`src/rtl/xbar_cfg_pkg.sv`:
```
package xbar_cfg_pkg;
  localparam int XB_PORTS  = 4;
  localparam int XB_CODE_W = 3;
  localparam int XB_CFG_W  = XB_PORTS * XB_CODE_W;
  localparam int XB_PSEL_W = 2;

  typedef logic [XB_CODE_W-1:0] code_t;
  typedef logic [XB_CFG_W-1:0]  cfg_word_t;

  // legal codes: 0 (off) and 1..XB_PORTS (input index + 1)
  function automatic logic code_ok(code_t c);
    return c <= code_t'(XB_PORTS);
  endfunction

  // one-hot source select; all zero for off or illegal codes
  function automatic logic [XB_PORTS-1:0] code_onehot(code_t c);
    logic [XB_PORTS-1:0] r;
    r = '0;
    for (int i = 0; i < XB_PORTS; i++)
      if (c == code_t'(i + 1)) r[i] = 1'b1;
    return r;
  endfunction

  // output k (0-based) sits in the most significant free field first
  function automatic code_t field_get(cfg_word_t w, int k);
    return w[(XB_PORTS-1-k)*XB_CODE_W +: XB_CODE_W];
  endfunction

  function automatic logic word_has_bad(cfg_word_t w);
    logic bad;
    bad = 1'b0;
    for (int k = 0; k < XB_PORTS; k++)
      if (!code_ok(field_get(w, k))) bad = 1'b1;
    return bad;
  endfunction

  // fixed maps chosen by the select pins
  function automatic cfg_word_t preset_word(logic [XB_PSEL_W-1:0] s);
    cfg_word_t w;
    code_t     c;
    w = '0;
    for (int k = 0; k < XB_PORTS; k++) begin
      case (s)
        2'b00:   c = code_t'(1);
        2'b01:   c = code_t'(2);
        2'b10:   c = (k < XB_PORTS/2) ? code_t'(1) : code_t'(3);
        default: c = code_t'(k + 1);
      endcase
      w[(XB_PORTS-1-k)*XB_CODE_W +: XB_CODE_W] = c;
    end
    return w;
  endfunction
endpackage

```
`src/rtl/xbar_cfg_regs.sv`:
```
module xbar_cfg_regs
  import xbar_cfg_pkg::*;
(
  input  logic      clk,
  input  logic      rst,
  input  logic      mode_i,
  input  logic      wr_i,
  input  cfg_word_t wdata_i,
  input  logic      load_i,
  output cfg_word_t cfg_o,
  output logic      err_o
);
  cfg_word_t shadow_q;
  cfg_word_t cfg_q;
  logic      err_q;

  // preset mode stands for a gated-off control clock
  logic clk_live;
  logic load_fire;
  logic wr_fire;

  assign clk_live  = !mode_i;
  assign load_fire = clk_live & load_i;
  assign wr_fire   = clk_live & wr_i;

  always_ff @(posedge clk) begin
    if (rst) begin
      shadow_q <= '0;
      cfg_q    <= '0;
      err_q    <= 1'b0;
    end else begin
      if (load_fire) begin
        cfg_q <= shadow_q;
        err_q <= word_has_bad(shadow_q);
      end
      if (wr_fire) shadow_q <= wdata_i;
    end
  end

  assign cfg_o = cfg_q;
  assign err_o = err_q;

  // each effective load captures the pre-edge shadow word
  p_load_copies_r3: assert property (@(posedge clk) disable iff (rst)
    load_fire |=> cfg_q == $past(shadow_q));

  // without a load the live word does not move
  p_cfg_holds_r3: assert property (@(posedge clk) disable iff (rst)
    !load_fire |=> $stable(cfg_q));

  // preset mode freezes every register
  p_frozen_r7: assert property (@(posedge clk) disable iff (rst)
    mode_i |=> ($stable(shadow_q) && $stable(cfg_q) && $stable(err_q)));

  // flag only moves on a load and always mirrors the live word
  p_err_sticky_r9: assert property (@(posedge clk) disable iff (rst)
    !load_fire |=> $stable(err_q));
  p_err_matches_r9: assert property (@(posedge clk) disable iff (rst)
    err_q == word_has_bad(cfg_q));
endmodule

```
`src/rtl/xbar_preset_dec.sv`:
```
module xbar_preset_dec
  import xbar_cfg_pkg::*;
(
  input  logic                 mode_i,
  input  logic [XB_PSEL_W-1:0] psel_i,
  input  cfg_word_t            cfg_i,
  output cfg_word_t            active_o
);
  cfg_word_t preset_w;

  always_comb begin
    preset_w = preset_word(psel_i);
    active_o = mode_i ? preset_w : cfg_i;
  end
endmodule

```
`src/rtl/xbar_lane.sv`:
```
module xbar_lane
  import xbar_cfg_pkg::*;
(
  input  code_t               code_i,
  input  logic [XB_PORTS-1:0] data_i,
  output logic                q_o,
  output logic                en_o,
  output logic                bad_o
);
  logic [XB_PORTS-1:0] sel;

  always_comb begin
    sel   = code_onehot(code_i);
    en_o  = |sel;
    q_o   = |(sel & data_i);
    bad_o = !code_ok(code_i);
  end
endmodule

```
`src/rtl/xbar_cfg_stage.sv`:
```
module xbar_cfg_stage
  import xbar_cfg_pkg::*;
(
  input  logic                 clk,
  input  logic                 rst,
  input  logic                 mode_i,
  input  logic [XB_PSEL_W-1:0] psel_i,
  input  logic                 wr_i,
  input  logic [XB_CFG_W-1:0]  wdata_i,
  input  logic                 load_i,
  input  logic [XB_PORTS-1:0]  data_i,
  output logic [XB_PORTS-1:0]  data_o,
  output logic [XB_PORTS-1:0]  en_o,
  output logic                 err_o
);
  cfg_word_t           live_cfg;
  cfg_word_t           active_cfg;
  logic [XB_PORTS-1:0] lane_bad;

  xbar_cfg_regs u_regs (
    .clk     (clk),
    .rst     (rst),
    .mode_i  (mode_i),
    .wr_i    (wr_i),
    .wdata_i (wdata_i),
    .load_i  (load_i),
    .cfg_o   (live_cfg),
    .err_o   (err_o)
  );

  xbar_preset_dec u_preset (
    .mode_i   (mode_i),
    .psel_i   (psel_i),
    .cfg_i    (live_cfg),
    .active_o (active_cfg)
  );

  for (genvar k = 0; k < XB_PORTS; k++) begin : g_lane
    code_t lane_code;
    assign lane_code = field_get(active_cfg, k);

    xbar_lane u_lane (
      .code_i (lane_code),
      .data_i (data_i),
      .q_o    (data_o[k]),
      .en_o   (en_o[k]),
      .bad_o  (lane_bad[k])
    );
  end

  // every preset map enables all outputs
  p_preset_all_on_r5: assert property (@(posedge clk) disable iff (rst)
    mode_i |-> (&en_o));

  // a lane reporting an illegal code is off
  p_bad_is_off_r8: assert property (@(posedge clk) disable iff (rst)
    (lane_bad != '0) |-> ((lane_bad & en_o) == '0));

  // an off output never drives a one
  p_off_drives_zero_r11: assert property (@(posedge clk) disable iff (rst)
    (data_o & ~en_o) == '0);
endmodule

```
`config.mk`:
```
export PLATFORM = sky130hd
export DESIGN_NAME = xbar_cfg_stage
export DESIGN_NICKNAME = d
export VERILOG_FILES = /design/src/rtl/xbar_cfg_pkg.sv /design/src/rtl/xbar_cfg_regs.sv /design/src/rtl/xbar_preset_dec.sv /design/src/rtl/xbar_lane.sv /design/src/rtl/xbar_cfg_stage.sv
export SDC_FILE = /design/constraint.sdc
export NUM_CORES = 1
export LEC_CHECK = 0
export ABC_AREA = 1
export BUFFER_PORTS_ARGS = -buffer_cell sky130_fd_sc_hd__buf_2
export CORE_MARGIN = 3
export CORE_UTILIZATION = 39
export CTS_CLUSTER_SIZE = 24
export DETAILED_ROUTE_END_ITERATION = 7
export GPL_TIMING_DRIVEN = 1
export PLACE_DENSITY = 0.71
export SYNTH_ARGS = -nofsm -noshare
export SYNTH_HDL_FRONTEND = slang
export SYNTH_HIERARCHICAL = 1
export SYNTH_SLANG_ARGS = --single-unit
```
`constraint.sdc`:
```
create_clock -name clk -period 1.09 [get_ports clk]
set_input_delay 0.1635 -clock clk [delete_from_list [all_inputs] [get_ports clk]]
set_output_delay 0.1635 -clock clk [all_outputs]
set_load 0.005 [all_outputs]
```
# Yosys cells after proc, flatten, opt, wreduce, memory -nomap -nowiden
# Index checks and enable logic that the tools add are counted.
# word_totals
out_inout_bits	9
regBits	25
# op_classes
n_eq_ne	18
muxes	25
bitwise_logic	6
n_reduce_logical	11
magnitude_cmp	4
# op_table
operator	count
$reduce_or 4->1	8
$eq 3x2->1 const B	8
$mux 1	20
$and 4x4->4	4
$eq 3x1->1 const B	4
$eq 3x3->1 const B	4
$le 3x3->1 const B	4
$mux 12	1
$pmux 3 s3	1
$mux 2	2
$pmux 2 s2	1
$and 1x1->1	2
$eq 2x1->1 const B	1
$eq 2x2->1 const B	1
$logic_not 2->1	1
$reduce_or 2->1	1
$logic_not 1->1	1

# Depth between registers and ports, before layout
# logic_depth
depth_word	8
mapped_depth	11
ltp_nobuf	11

# Cells and area by module
# Netlist, hierarchy kept.
# modules_own_cells
module	seq_area_each_um2	cells_each	area_each_um2	n_inst
xbar_cfg_regs	500.5	112	920.9	1
xbar_lane	0.0	16	77.6	4
xbar_preset_dec	0.0	43	234.0	1

# Worst setup path before layout
# No wires, ideal clock.
# synth_path
path_type	input to output
start	input psel_i[0]
end	output data_o[1]
required_ps	927
arrival_ps	1014
cell_stages	10
path_slack_ps	-87
cell_sequence	inv_1 ha_1 inv_1 nand2_1 o21ai_1 inv_2 nand4_1 nand2_1 inv_1 nand2_1
# synth_between
elab_chain_len	8
word_cells_on_any_way	15
classes_between	eq/ne (5); mux (6); bitwise (1); reduce/logical (3)
# synth_lines
element	line	source
start: declaration	xbar_cfg_stage.sv:7	input logic [XB_PSEL_W-1:0] psel_i,
$eq 2x2->1 or $logic_not 2->1 (tied branches)	xbar_cfg_pkg.sv:43	case (s)
$reduce_or 2->1 (no line) *	-	
$mux 2 *	xbar_cfg_pkg.sv:43	
$mux 12 *	xbar_preset_dec.sv:13	active_o = mode_i ? preset_w : cfg_i;
net active_cfg[7]	xbar_cfg_stage.sv:17	cfg_word_t active_cfg;
$eq 3x1->1, or another cell as far along	xbar_cfg_pkg.sv:20	if (c == code_t'(i + 1)) r[i] = 1'b1;
$mux 1	xbar_cfg_pkg.sv:20	
$and 4x4->4 *	xbar_lane.sv:15	q_o = |(sel & data_i);
$reduce_or 4->1 *	xbar_lane.sv:15	
end: declaration	xbar_cfg_stage.sv:12	output logic [XB_PORTS-1:0] data_o,
# The timed path passes the listed nets; every way through them passes the cells marked *.

# Worst setup path after layout
# layout_path
start	input psel_i[0]
end	output data_o[3]
# layout_between
elab_chain_len	7
word_cells_on_any_way	15
classes_between	eq/ne (6); mux (6); bitwise (1); reduce/logical (2)
# layout_lines
element	line
$eq 2x2->1, or another cell as far along	xbar_cfg_pkg.sv:43
$pmux 3 s3 *	xbar_cfg_pkg.sv:43
$mux 12 *	xbar_preset_dec.sv:13
net active_cfg[0]	xbar_cfg_stage.sv:17
$eq 3x1->1, or another cell as far along	xbar_cfg_pkg.sv:20
$mux 1	xbar_cfg_pkg.sv:20
$and 4x4->4 *	xbar_lane.sv:15
$reduce_or 4->1 *	xbar_lane.sv:15
# Marks and branches as above.

==> impl_results.md <==
- Area grow syn2layout: 39.4%
- Power Density: ~1100 nW/um^2
- Clk Latency, worst-skew pair: between 0.2 and 0.3 ns
- Root Driver: clkbuf_8
- # clock sinks: 25
- Lkg Pwr: ~0.93 nW
- Hold EP: u_regs/cfg_o[10]
- Hold WC Path Type: in2reg
- Max capacitance violation total: 0
- Startpoint class of the critical path: primary input
- Max FO, Critical Path: 4
- Layout cells sized above 1: around 44%
- Seq. cell area: a little over 500 um^2
- Placed Instances: just under 300
- Final worst slack: -0.290 ns
- Final net count: between 200 and 300
- Req. time, crit path: roughly 0.93 ns
- Routed Antenna Nets: 0
- Dpl ws: -0.314 ns
- Layout fillers: between 300 and 400
- Min Hold Slack: 0.0578 ns
- Most frequent cells in the layout: buf_2, nor2_1, o21ai_0
- Final HPWL DP: about 2.3 mm
- Setup Viol. Count Final: 8
- ANT cells: 0
- WP buf/inv: 6
- Worst-case reg-to-reg path depth: 4
- Vias: 1497
- CTS Hold Buffers Added: 0
- Largest net degree at the start of global routing: 25
- Hold Crit Start: rst
- Area of the multi-input gates: a little over 900 um^2
- Register clock-pin slew on the reported worst setup and hold paths: ~0.08 ns
- CP delay by family, top: buffers and inverters
- Antenna violations before repair: 0
- Fmax: approximately 720 MHz
- Tmin final: 1.38 ns
- Post-Route Utilization: between 50% and 60%
- Max Root-Sink Buffers: 2
- Drt wl/cell: approximately 11 um
- Clk_skew: 0.00721 ns
- Hold Path Stages: 2
- FF-to-FF End: u_regs/err_o
- Crit-path slowest cell: ha_4
- Starting Density: 42.0%
- Global-route wire length before repair: between 5 and 6 mm
- Relative slew margins: 83.2%
- Routed vias/inst: approximately 5
- Status: finished, violations left
- Unrepaired setup endpoints after global routing: true
- Overall Global Routing Usage: 16.2%
- Peak supply drop: approximately 960 uV
- Synth warn: 6
- Die ar.: 4470 um^2
- Worst path depth: 13
- Syn Std Cell Area: between 1000 and 1500 um^2
- Crit-path cells: buf_6, inv_6, ha_4, inv_2, nand2_4, nand3_2, nand2_2, inv_2, nand4_1, nand2_1, inv_1, nand2_1, buf_2
- CP endpoint kind: output port
- Failing checks: negative setup slack
- Vias in the first global route: about 1.3k
- Htree depth: 1
- CP arrival: 1.22 ns
- Worst reg2reg setup slack: about 0.19 ns
- Routed WL: about 3.4 mm
- Syn Area/Cell: around 6.7 um^2
- Max-slew violations: 0
- CORE AREA: between 3000 and 4000 um^2
- CP peak stage delay: 0.13 ns
- Slew of the pin with the lowest slew margin: 0.252 ns
- I/O pins: 32
- Commonest non-fill, non-tap cell in the layout: buf_2
- Grt ovf: 0
- Net count after synthesis: about 240
- IO Port Bufs: 31
- Die X: about 67 um
- Total CTS buffers: 3
- GP Congestion: 0.739
- Fin cells: 305
- Endpoints failing hold: 0
- Die Span Y: 66.9 um
- Cell row count: 21
- CP Class: in2out
- Detailed-route DRC error count: 0
- Tcrit/Tclk final: 127%
- DR iter-0 viols: slightly below 90
- Post-Syn Instances: 215
- 1st-pass router iterations: 4
- Critical R2R Launch: u_regs/shadow_q[1]
- TritonCTS clock tree: done
## flip-flops by register name, summed over array words and instances (netlist names)
register         flops
u_regs/cfg_o        12
u_regs/err_o         1
u_regs/shadow_q     12
## layer usage
| metal | global-route usage [%] | up-vias | routed length [um] |
|---|---|---|---|
| met5 | 0 | - | 0 |
| met4 | 9.11 | 0 | 88 |
| met3 | 2.19 | 9 | 167 |
| met2 | 27.0 | 41 | 1550 |
| met1 | 19.9 | 652 | 1640 |
| li1 | - | 795 | - |
## where the power goes
part           internal (mW)  switching (mW)
Combinational          0.250           0.320
Sequential             0.977          0.0314
Clock                  0.260           0.301
## through the flow
stage / total power, mW / cell area [um^2] / setup TNS, ns
floorplan: 1.32 / 1480 / 0
detailed placement: 1.49 / 1730 / -2.35
global route: 2.27 / 2010 / -2.53
global placement: 1.48 / 1730 / -2.13
finish: 2.14 / 2010 / -1.92
CTS: 2.11 / 1950 / -1.89
## worst register-to-register path, delay by kind of cell, from the launching register on
family | cells | cell delay (ns)
AND/OR/NAND/NOR | 2 | 0.20
AO/OA/AOI/OAI | 2 | 0.26
flip-flops | 1 | 0.33
## how the worst max path moves through the flow
stage / endpoint / slack, ns / from
6_report: data_o[3] / -0.29 / psel_i[0]
5_1_grt: data_o[1] / -0.37 / u_regs/cfg_o[7]
4_1_cts: data_o[1] / -0.27 / u_regs/cfg_o[8]
3_5_place_dp: data_o[0] / -0.31 / psel_i[1]
3_3_place_gp: data_o[0] / -0.29 / psel_i[1]
2_1_floorplan: data_o[0] / 0.005 / psel_i[1]
## cell type report
| type | count | share of cell area, % |
|---|---|---|
| inverters | 40 | 8.45 |
| well taps | 46 | 2.86 |
| repair buffers | 47 | 15.7 |
| multi-input cells | 143 | 45.2 |
| clock buffers | 3 | 2.05 |
| clock inverters | 1 | 0.373 |
| flip-flops and latches | 25 | 25.5 |
## what timing repair did
action                     CTS  global route
gates resized for setup     47            12
buffers inserted             0             4
setup endpoints to repair    8             8
pin swaps                   20            17
Power figures use the tool's default switching activity.
